### src/rtl/ula_pkg.sv
package ula_pkg;

    localparam int ADDR_W = 32;
    localparam int DATA_W = 32;
    localparam int BYTES  = DATA_W / 8;
    localparam int OFF_W  = $clog2(BYTES);
    localparam int WA_W   = ADDR_W - OFF_W;
    localparam int CNT_W  = OFF_W + 1;

    typedef enum logic [1:0] {
        SZ_BYTE = 2'd0,
        SZ_HALF = 2'd1,
        SZ_WORD = 2'd2,
        SZ_WALT = 2'd3
    } ld_size_e;

    typedef enum logic [1:0] {
        ST_IDLE = 2'd0,
        ST_LO   = 2'd1,
        ST_HI   = 2'd2,
        ST_RSP  = 2'd3
    } ld_state_e;

    typedef struct packed {
        logic [WA_W-1:0]  waddr;
        logic [OFF_W-1:0] off;
        ld_size_e         size;
        logic             split;
        logic             fault;
    } ld_req_t;

    // number of bytes an access of the given size touches
    function automatic logic [CNT_W-1:0] size_bytes(input ld_size_e sz);
        case (sz)
            SZ_BYTE: size_bytes = CNT_W'(1);
            SZ_HALF: size_bytes = CNT_W'(2);
            default: size_bytes = CNT_W'(BYTES);
        endcase
    endfunction

    // natural alignment test: offset must be a multiple of the size
    function automatic logic is_misaligned(input logic [OFF_W-1:0] off, input ld_size_e sz);
        logic [CNT_W-1:0] n;
        logic [CNT_W-1:0] m;
        n = size_bytes(sz);
        m = n - CNT_W'(1);
        is_misaligned = (({1'b0, off} & m) != '0);
    endfunction

    // the access runs past the end of its first word
    function automatic logic is_split(input logic [OFF_W-1:0] off, input ld_size_e sz);
        logic [CNT_W:0] last;
        last = {2'b00, off} + {1'b0, size_bytes(sz)};
        is_split = (last > (CNT_W+1)'(BYTES));
    endfunction

    function automatic logic [DATA_W-1:0] byte_mask(input ld_size_e sz);
        logic [DATA_W-1:0] m;
        m = '0;
        for (int i = 0; i < BYTES; i++) begin
            if (i < int'(size_bytes(sz))) m[i*8 +: 8] = 8'hFF;
        end
        byte_mask = m;
    endfunction

    function automatic logic [DATA_W-1:0] align_low(input logic [DATA_W-1:0] w,
                                                   input logic [OFF_W-1:0] off);
        int sh;
        sh = int'(off) * 8;
        align_low = w >> sh;
    endfunction

    function automatic logic [DATA_W-1:0] align_high(input logic [DATA_W-1:0] w,
                                                    input logic [OFF_W-1:0] off);
        int sh;
        sh = (BYTES - int'(off)) * 8;
        if (sh >= DATA_W) align_high = '0;
        else              align_high = w << sh;
    endfunction

endpackage

### src/rtl/ula_classify.sv
module ula_classify
    import ula_pkg::*;
(
    input  logic [ADDR_W-1:0] addr,
    input  logic [1:0]        size,
    output logic [WA_W-1:0]   waddr,
    output logic [OFF_W-1:0]  off,
    output logic              misaligned,
    output logic              split
);
    ld_size_e sz;

    always_comb begin
        sz         = ld_size_e'(size);
        waddr      = addr[ADDR_W-1:OFF_W];
        off        = addr[OFF_W-1:0];
        misaligned = is_misaligned(off, sz);
        split      = is_split(off, sz);
    end


    always_comb begin
        if (split) misaligned_split_chk: assert (misaligned);
    end
endmodule

### src/rtl/ula_ctrl.sv
module ula_ctrl
    import ula_pkg::*;
(
    input  logic              clk,
    input  logic              rst,
    input  logic              trap_mode,
    input  logic              req_valid,
    input  logic [1:0]        req_size,
    input  logic [WA_W-1:0]   dec_waddr,
    input  logic [OFF_W-1:0]  dec_off,
    input  logic              dec_mis,
    input  logic              dec_split,
    input  logic              bus_ack,
    output logic              req_ready,
    output logic              bus_rd,
    output logic [WA_W-1:0]   bus_waddr,
    output logic              ld_lo,
    output logic              ld_hi,
    output logic              rsp_valid,
    output logic              rsp_err,
    output logic [OFF_W-1:0]  cur_off,
    output ld_size_e          cur_size,
    output logic              cur_fault
);
    ld_state_e state;
    ld_req_t   r;

    always_ff @(posedge clk) begin
        if (rst) begin
            state <= ST_IDLE;
            r     <= '0;
        end else begin
            case (state)
                ST_IDLE: if (req_valid) begin
                    r.waddr <= dec_waddr;
                    r.off   <= dec_off;
                    r.size  <= ld_size_e'(req_size);
                    r.split <= dec_split;
                    r.fault <= trap_mode && dec_mis;
                    state   <= (trap_mode && dec_mis) ? ST_RSP : ST_LO;
                end
                ST_LO:  if (bus_ack) state <= r.split ? ST_HI : ST_RSP;
                ST_HI:  if (bus_ack) state <= ST_RSP;
                default: state <= ST_IDLE;
            endcase
        end
    end

    always_comb begin
        req_ready = (state == ST_IDLE);
        bus_rd    = (state == ST_LO) || (state == ST_HI);
        bus_waddr = (state == ST_HI) ? r.waddr + WA_W'(1) : r.waddr;
        ld_lo     = (state == ST_LO) && bus_ack;
        ld_hi     = (state == ST_HI) && bus_ack;
        rsp_valid = (state == ST_RSP);
        rsp_err   = (state == ST_RSP) && r.fault;
        cur_off   = r.off;
        cur_size  = r.size;
        cur_fault = r.fault;
    end


    bus_hold_chk: assert property (@(posedge clk) disable iff (rst)
        (bus_rd && !bus_ack) |=> (bus_rd && $stable(bus_waddr)));


    second_word_chk: assert property (@(posedge clk) disable iff (rst)
        (ld_lo && r.split) |=> (bus_rd && bus_waddr == $past(bus_waddr) + WA_W'(1)));


    rsp_pulse_chk: assert property (@(posedge clk) disable iff (rst)
        rsp_valid |=> !rsp_valid);


    busy_ready_chk: assert property (@(posedge clk) disable iff (rst)
        (bus_rd || rsp_valid) |-> !req_ready);
endmodule

### src/rtl/ula_merge.sv
module ula_merge
    import ula_pkg::*;
(
    input  logic              clk,
    input  logic              rst,
    input  logic              ld_lo,
    input  logic              ld_hi,
    input  logic [OFF_W-1:0]  off,
    input  ld_size_e          size,
    input  logic              fault,
    input  logic [DATA_W-1:0] bus_rdata,
    output logic [DATA_W-1:0] rsp_data
);
    logic [DATA_W-1:0] acc;

    always_ff @(posedge clk) begin
        if (rst)        acc <= '0;
        else if (ld_lo) acc <= align_low(bus_rdata, off);
        else if (ld_hi) acc <= acc | align_high(bus_rdata, off);
    end

    always_comb begin
        rsp_data = fault ? '0 : (acc & byte_mask(size));
    end


    load_excl_chk: assert property (@(posedge clk) disable iff (rst)
        $onehot0({ld_lo, ld_hi}));
endmodule

### src/rtl/unaligned_load_unit.sv
module unaligned_load_unit
    import ula_pkg::*;
(
    input  logic        clk,
    input  logic        rst,
    input  logic        trap_mode,
    input  logic        req_valid,
    output logic        req_ready,
    input  logic [31:0] req_addr,
    input  logic [1:0]  req_size,
    output logic        bus_rd,
    output logic [29:0] bus_waddr,
    input  logic        bus_ack,
    input  logic [31:0] bus_rdata,
    output logic        rsp_valid,
    output logic [31:0] rsp_data,
    output logic        rsp_err
);
    logic [WA_W-1:0]  dec_waddr;
    logic [OFF_W-1:0] dec_off;
    logic             dec_mis;
    logic             dec_split;
    logic             ld_lo;
    logic             ld_hi;
    logic [OFF_W-1:0] cur_off;
    ld_size_e         cur_size;
    logic             cur_fault;

    ula_classify u_cls (
        .addr       (req_addr),
        .size       (req_size),
        .waddr      (dec_waddr),
        .off        (dec_off),
        .misaligned (dec_mis),
        .split      (dec_split)
    );

    ula_ctrl u_ctrl (
        .clk       (clk),
        .rst       (rst),
        .trap_mode (trap_mode),
        .req_valid (req_valid),
        .req_size  (req_size),
        .dec_waddr (dec_waddr),
        .dec_off   (dec_off),
        .dec_mis   (dec_mis),
        .dec_split (dec_split),
        .bus_ack   (bus_ack),
        .req_ready (req_ready),
        .bus_rd    (bus_rd),
        .bus_waddr (bus_waddr),
        .ld_lo     (ld_lo),
        .ld_hi     (ld_hi),
        .rsp_valid (rsp_valid),
        .rsp_err   (rsp_err),
        .cur_off   (cur_off),
        .cur_size  (cur_size),
        .cur_fault (cur_fault)
    );

    ula_merge u_merge (
        .clk       (clk),
        .rst       (rst),
        .ld_lo     (ld_lo),
        .ld_hi     (ld_hi),
        .off       (cur_off),
        .size      (cur_size),
        .fault     (cur_fault),
        .bus_rdata (bus_rdata),
        .rsp_data  (rsp_data)
    );


    trap_nobus_chk: assert property (@(posedge clk) disable iff (rst)
        (req_valid && req_ready && trap_mode && dec_mis) |=> (!bus_rd && rsp_valid && rsp_err));


    err_needs_trap_chk: assert property (@(posedge clk) disable iff (rst)
        (req_valid && req_ready && !trap_mode) |=> !rsp_err);
endmodule

### config.mk
export PLATFORM = sky130hd
export DESIGN_NAME = unaligned_load_unit
export DESIGN_NICKNAME = d
export VERILOG_FILES = /design/src/rtl/ula_pkg.sv /design/src/rtl/ula_classify.sv /design/src/rtl/ula_ctrl.sv /design/src/rtl/ula_merge.sv /design/src/rtl/unaligned_load_unit.sv
export SDC_FILE = /design/constraint.sdc
export NUM_CORES = 1
export LEC_CHECK = 0
export BUFFER_PORTS_ARGS = -buffer_cell sky130_fd_sc_hd__buf_2
export CELL_PAD_IN_SITES_DETAIL_PLACEMENT = 0
export CELL_PAD_IN_SITES_GLOBAL_PLACEMENT = 1
export CORE_MARGIN = 2
export CORE_UTILIZATION = 34
export CTS_BUF_LIST = sky130_fd_sc_hd__clkbuf_16
export DETAILED_ROUTE_END_ITERATION = 7
export GPL_TIMING_DRIVEN = 0
export PLACE_DENSITY_LB_ADDON = 0.12
export SLEW_MARGIN = 20
export SYNTH_ARGS = -nofsm -noshare
export SYNTH_HDL_FRONTEND = slang
export SYNTH_SLANG_ARGS = --single-unit
### constraint.sdc
create_clock -name clk -period 2 [get_ports clk]
set_input_delay 0 -clock clk [delete_from_list [all_inputs] [get_ports clk]]
set_output_delay 0 -clock clk [all_outputs]
set_load 0.02 [all_outputs]
==> out/metrics.csv <==
metric,value,unit
outcome,"finished, violations left",
violations,setup timing,
synth_top_area_share,31.1,%
max_slew_margin,54.9,%
cts_made_buffers,9,
synthFlopType,dfxtp_1,
vdd_drop_max,0.000388,V
start_util,34.4,%
worstPathRequired,2.00,ns
path_max_fanout,4,
firstDrtPassIters,4,
drive_above_1_share,32.5,%
dpl.hpwl,11.6,mm
p_per_area,1000,mW/mm2
wl_met2,7.62,mm
dr_wl_met3,531,um
tightest_slew,0.677,ns
clk_pin_slew,0.06,ns
hold_path.class,in2reg,
placed_area,0.00546,mm2
top_layer_used,met4,
num_vias,4887,
clock_sinks,70,
rows,42,
avgSynthCellArea,7.73,um2
synth_cells,583,
drt_iter0_drc,265,
fp.dieW,119,um
synth_area,0.00451,mm2
layout_min_cycle_time,2.05,ns
cp-start-kind,register,
dieArea,0.0142,mm2
drt_wl_total,15.3,mm
overflow,0,
grt_pass1_vias,4811,
synth-seq-cells,70,
wl_per_cell,15.9,um
slew_violations,0,
critPathKind,reg2out,
end_kind,primary output,
ys_types,44,
drt-met1-wl,6.85,mm
setup_ws,-0.0501,ns
htreeDepth,3,
dieHeight,119,um
instances_no_fill,960,
final_area,0.00659,mm2
grt_max_degree,13,
drc_errors,0,
p_leak,2.85,nW
synth_edf_count,0,
grtUsageTotal,21.4,%
clk_path_buf_depth,2,
synth_nets,665,
setup_violations,6,
finalSetupTns,-0.147,ns
finalHoldViolCount,0,
num_io_pins,137,
holdWs,0.0255,ns
ant_nets,0,
synth_warnings,0,
clockRootBuffer,clkbuf_16,
numPortBuffers,135,
cts_tree,yes,
grt_pass1_wl,24.1,mm
ys_seq_area_share,31.1,%
yosysTopAreaCell,dfxtp_1,
final_nets,861,
antenna_found_initial,0,
core-area,0.0131,mm2
pre_cts_slack,-0.438,ns
cap_violations,0,
worst_ep_arrival_time,2.05,ns
viasPerCell,5.09,
async_flop_share,0,%
skew,0.0111,ns
area_growth,46.2,%
clock_latency,0.34,ns
max_freq,0.488,GHz
fin_crit_sh,103,%
antenna_cells,0,
place.gp.congestion,0.831,
yosys-top-cells-area,"dfxtp_1, nand2_1, a21oi_1, mux2i_1, xnor2_1",
rsz0062_at_grt,true,
dp.cells,894,
-- state kept, by name (all words and copies together) (netlist names) --
name and flops:
u_ctrl.state 2, u_merge.acc 32, u_ctrl.cur_off 2, u_ctrl.cur_size 2, u_ctrl.r 31, u_ctrl.cur_fault 1
-- metrics by stage --
stage	total power [mW]	utilization, %
after CTS	6.56	49.2
after floorplan	3.67	-
after global routing	7.01	50.3
after detailed placement	4.44	41.7
final	6.60	50.3
after global placement	4.39	41.7
-- metal layers --
metal	global-route usage [%]	vias up
met1	26.5	2321
met5	0	-
met4	7.66	0
li1	-	2430
met2	37.7	117
met3	2.92	19
-- path summary, 6_finish.rpt --
| kind | cells after the start | slack [ns] | endpoint | startpoint |
|---|---|---|---|---|
| setup / recovery | 10 | -0.05 | bus_waddr[26] | u_ctrl.state[0] |
| hold / removal | 3 | 0.03 | u_merge.acc[30] | bus_rdata[30] |
| setup reg to reg | 7 | 0.06 | u_merge.acc[20] | u_ctrl.cur_off[0] |
| hold reg to reg | 1 | 0.46 | u_merge.acc[24] | u_merge.acc[24] |
-- cells by family (layout without fill, tap and decap cells) --
kind of cell	Yosys count	after routing	synth area share [%]
xor+xnor	29	29	5.64
fa+ha+maj	11	11	3.22
buf+inv	48	249	4.44
mux	42	42	9.61
compound gates	127	127	17.4
simple gates	256	256	28.6
flops	70	70	31.1
-- critical path, cell delays in order (launching register included) --
cell and delay, ns:
dfxtp_2 0.32, inv_2 0.08, ha_4 0.19, buf_12 0.11, nand4_4 0.11, nor4_4 0.16, buf_6 0.17, nand3_4 0.11
nor2_2 0.14, xor2_1 0.15, buf_4 0.16
-- layout by cell type (no fill, tap or decap), types with 15 or more instances in the layout --
cell type,netlist,layout
a211oi_1,25,23
clkbuf_1,25,15
nor2b_1,18,16
dfxtp_1,70,61
buf_4,0,32
buf_2,10,126
nand2_1,103,101
dlygate4sd3_1,0,34
and2_1,28,28
mux2i_1,32,31
a21oi_1,65,65
nor2_1,44,38
xnor2_1,24,20
nor3_1,27,27
-- synthesized netlist by cell type, types with 2 or more instances --
master,count
ha_1,10
a311oi_1,7
mux2i_1,32
nand3_1,7
o21ai_1,2
dfxtp_1,70
a22oi_1,8
nand2_1,103
o22ai_1,9
o21a_1,7
nand4_1,9
inv_1,10
nor4_4,2
nor3_1,27
and3_1,3
a21oi_1,65
and2_1,28
or3_1,2
buf_1,2
nor2b_1,18
nand3_2,2
a211oi_1,25
mux2_2,10
clkbuf_1,25
xnor2_1,24
xor2_1,5
nor2_1,44
o21ai_0,2
buf_2,10
-- layout make-up --
cell class / count / area (um2)
fillers: 1315 / 6500
multi-input cells: 465 / 3140
flip-flops and latches: 70 / 1420
repair buffers: 190 / 1260
clock buffers: 9 / 225
well taps: 176 / 220
plain buffers: 33 / 178
clock inverters: 7 / 114
inverters: 10 / 40.0
-- report_power, final --
part / internal (mW) / switching (mW) / total (mW)
sequential: 1.69 / 0.259 / 1.95
combinational: 1.16 / 1.65 / 2.81
clock: 1.21 / 0.628 / 1.84
-- timing repair --
action                                 CTS  global route
pin swaps                               20            25
endpoints found under the hold margin   34             0
gates resized for setup                 47            44
setup buffers                           15             7
setup endpoints to repair               56            91
hold buffers                            34             0
No activity file was read; power rests on OpenSTA's default activity.
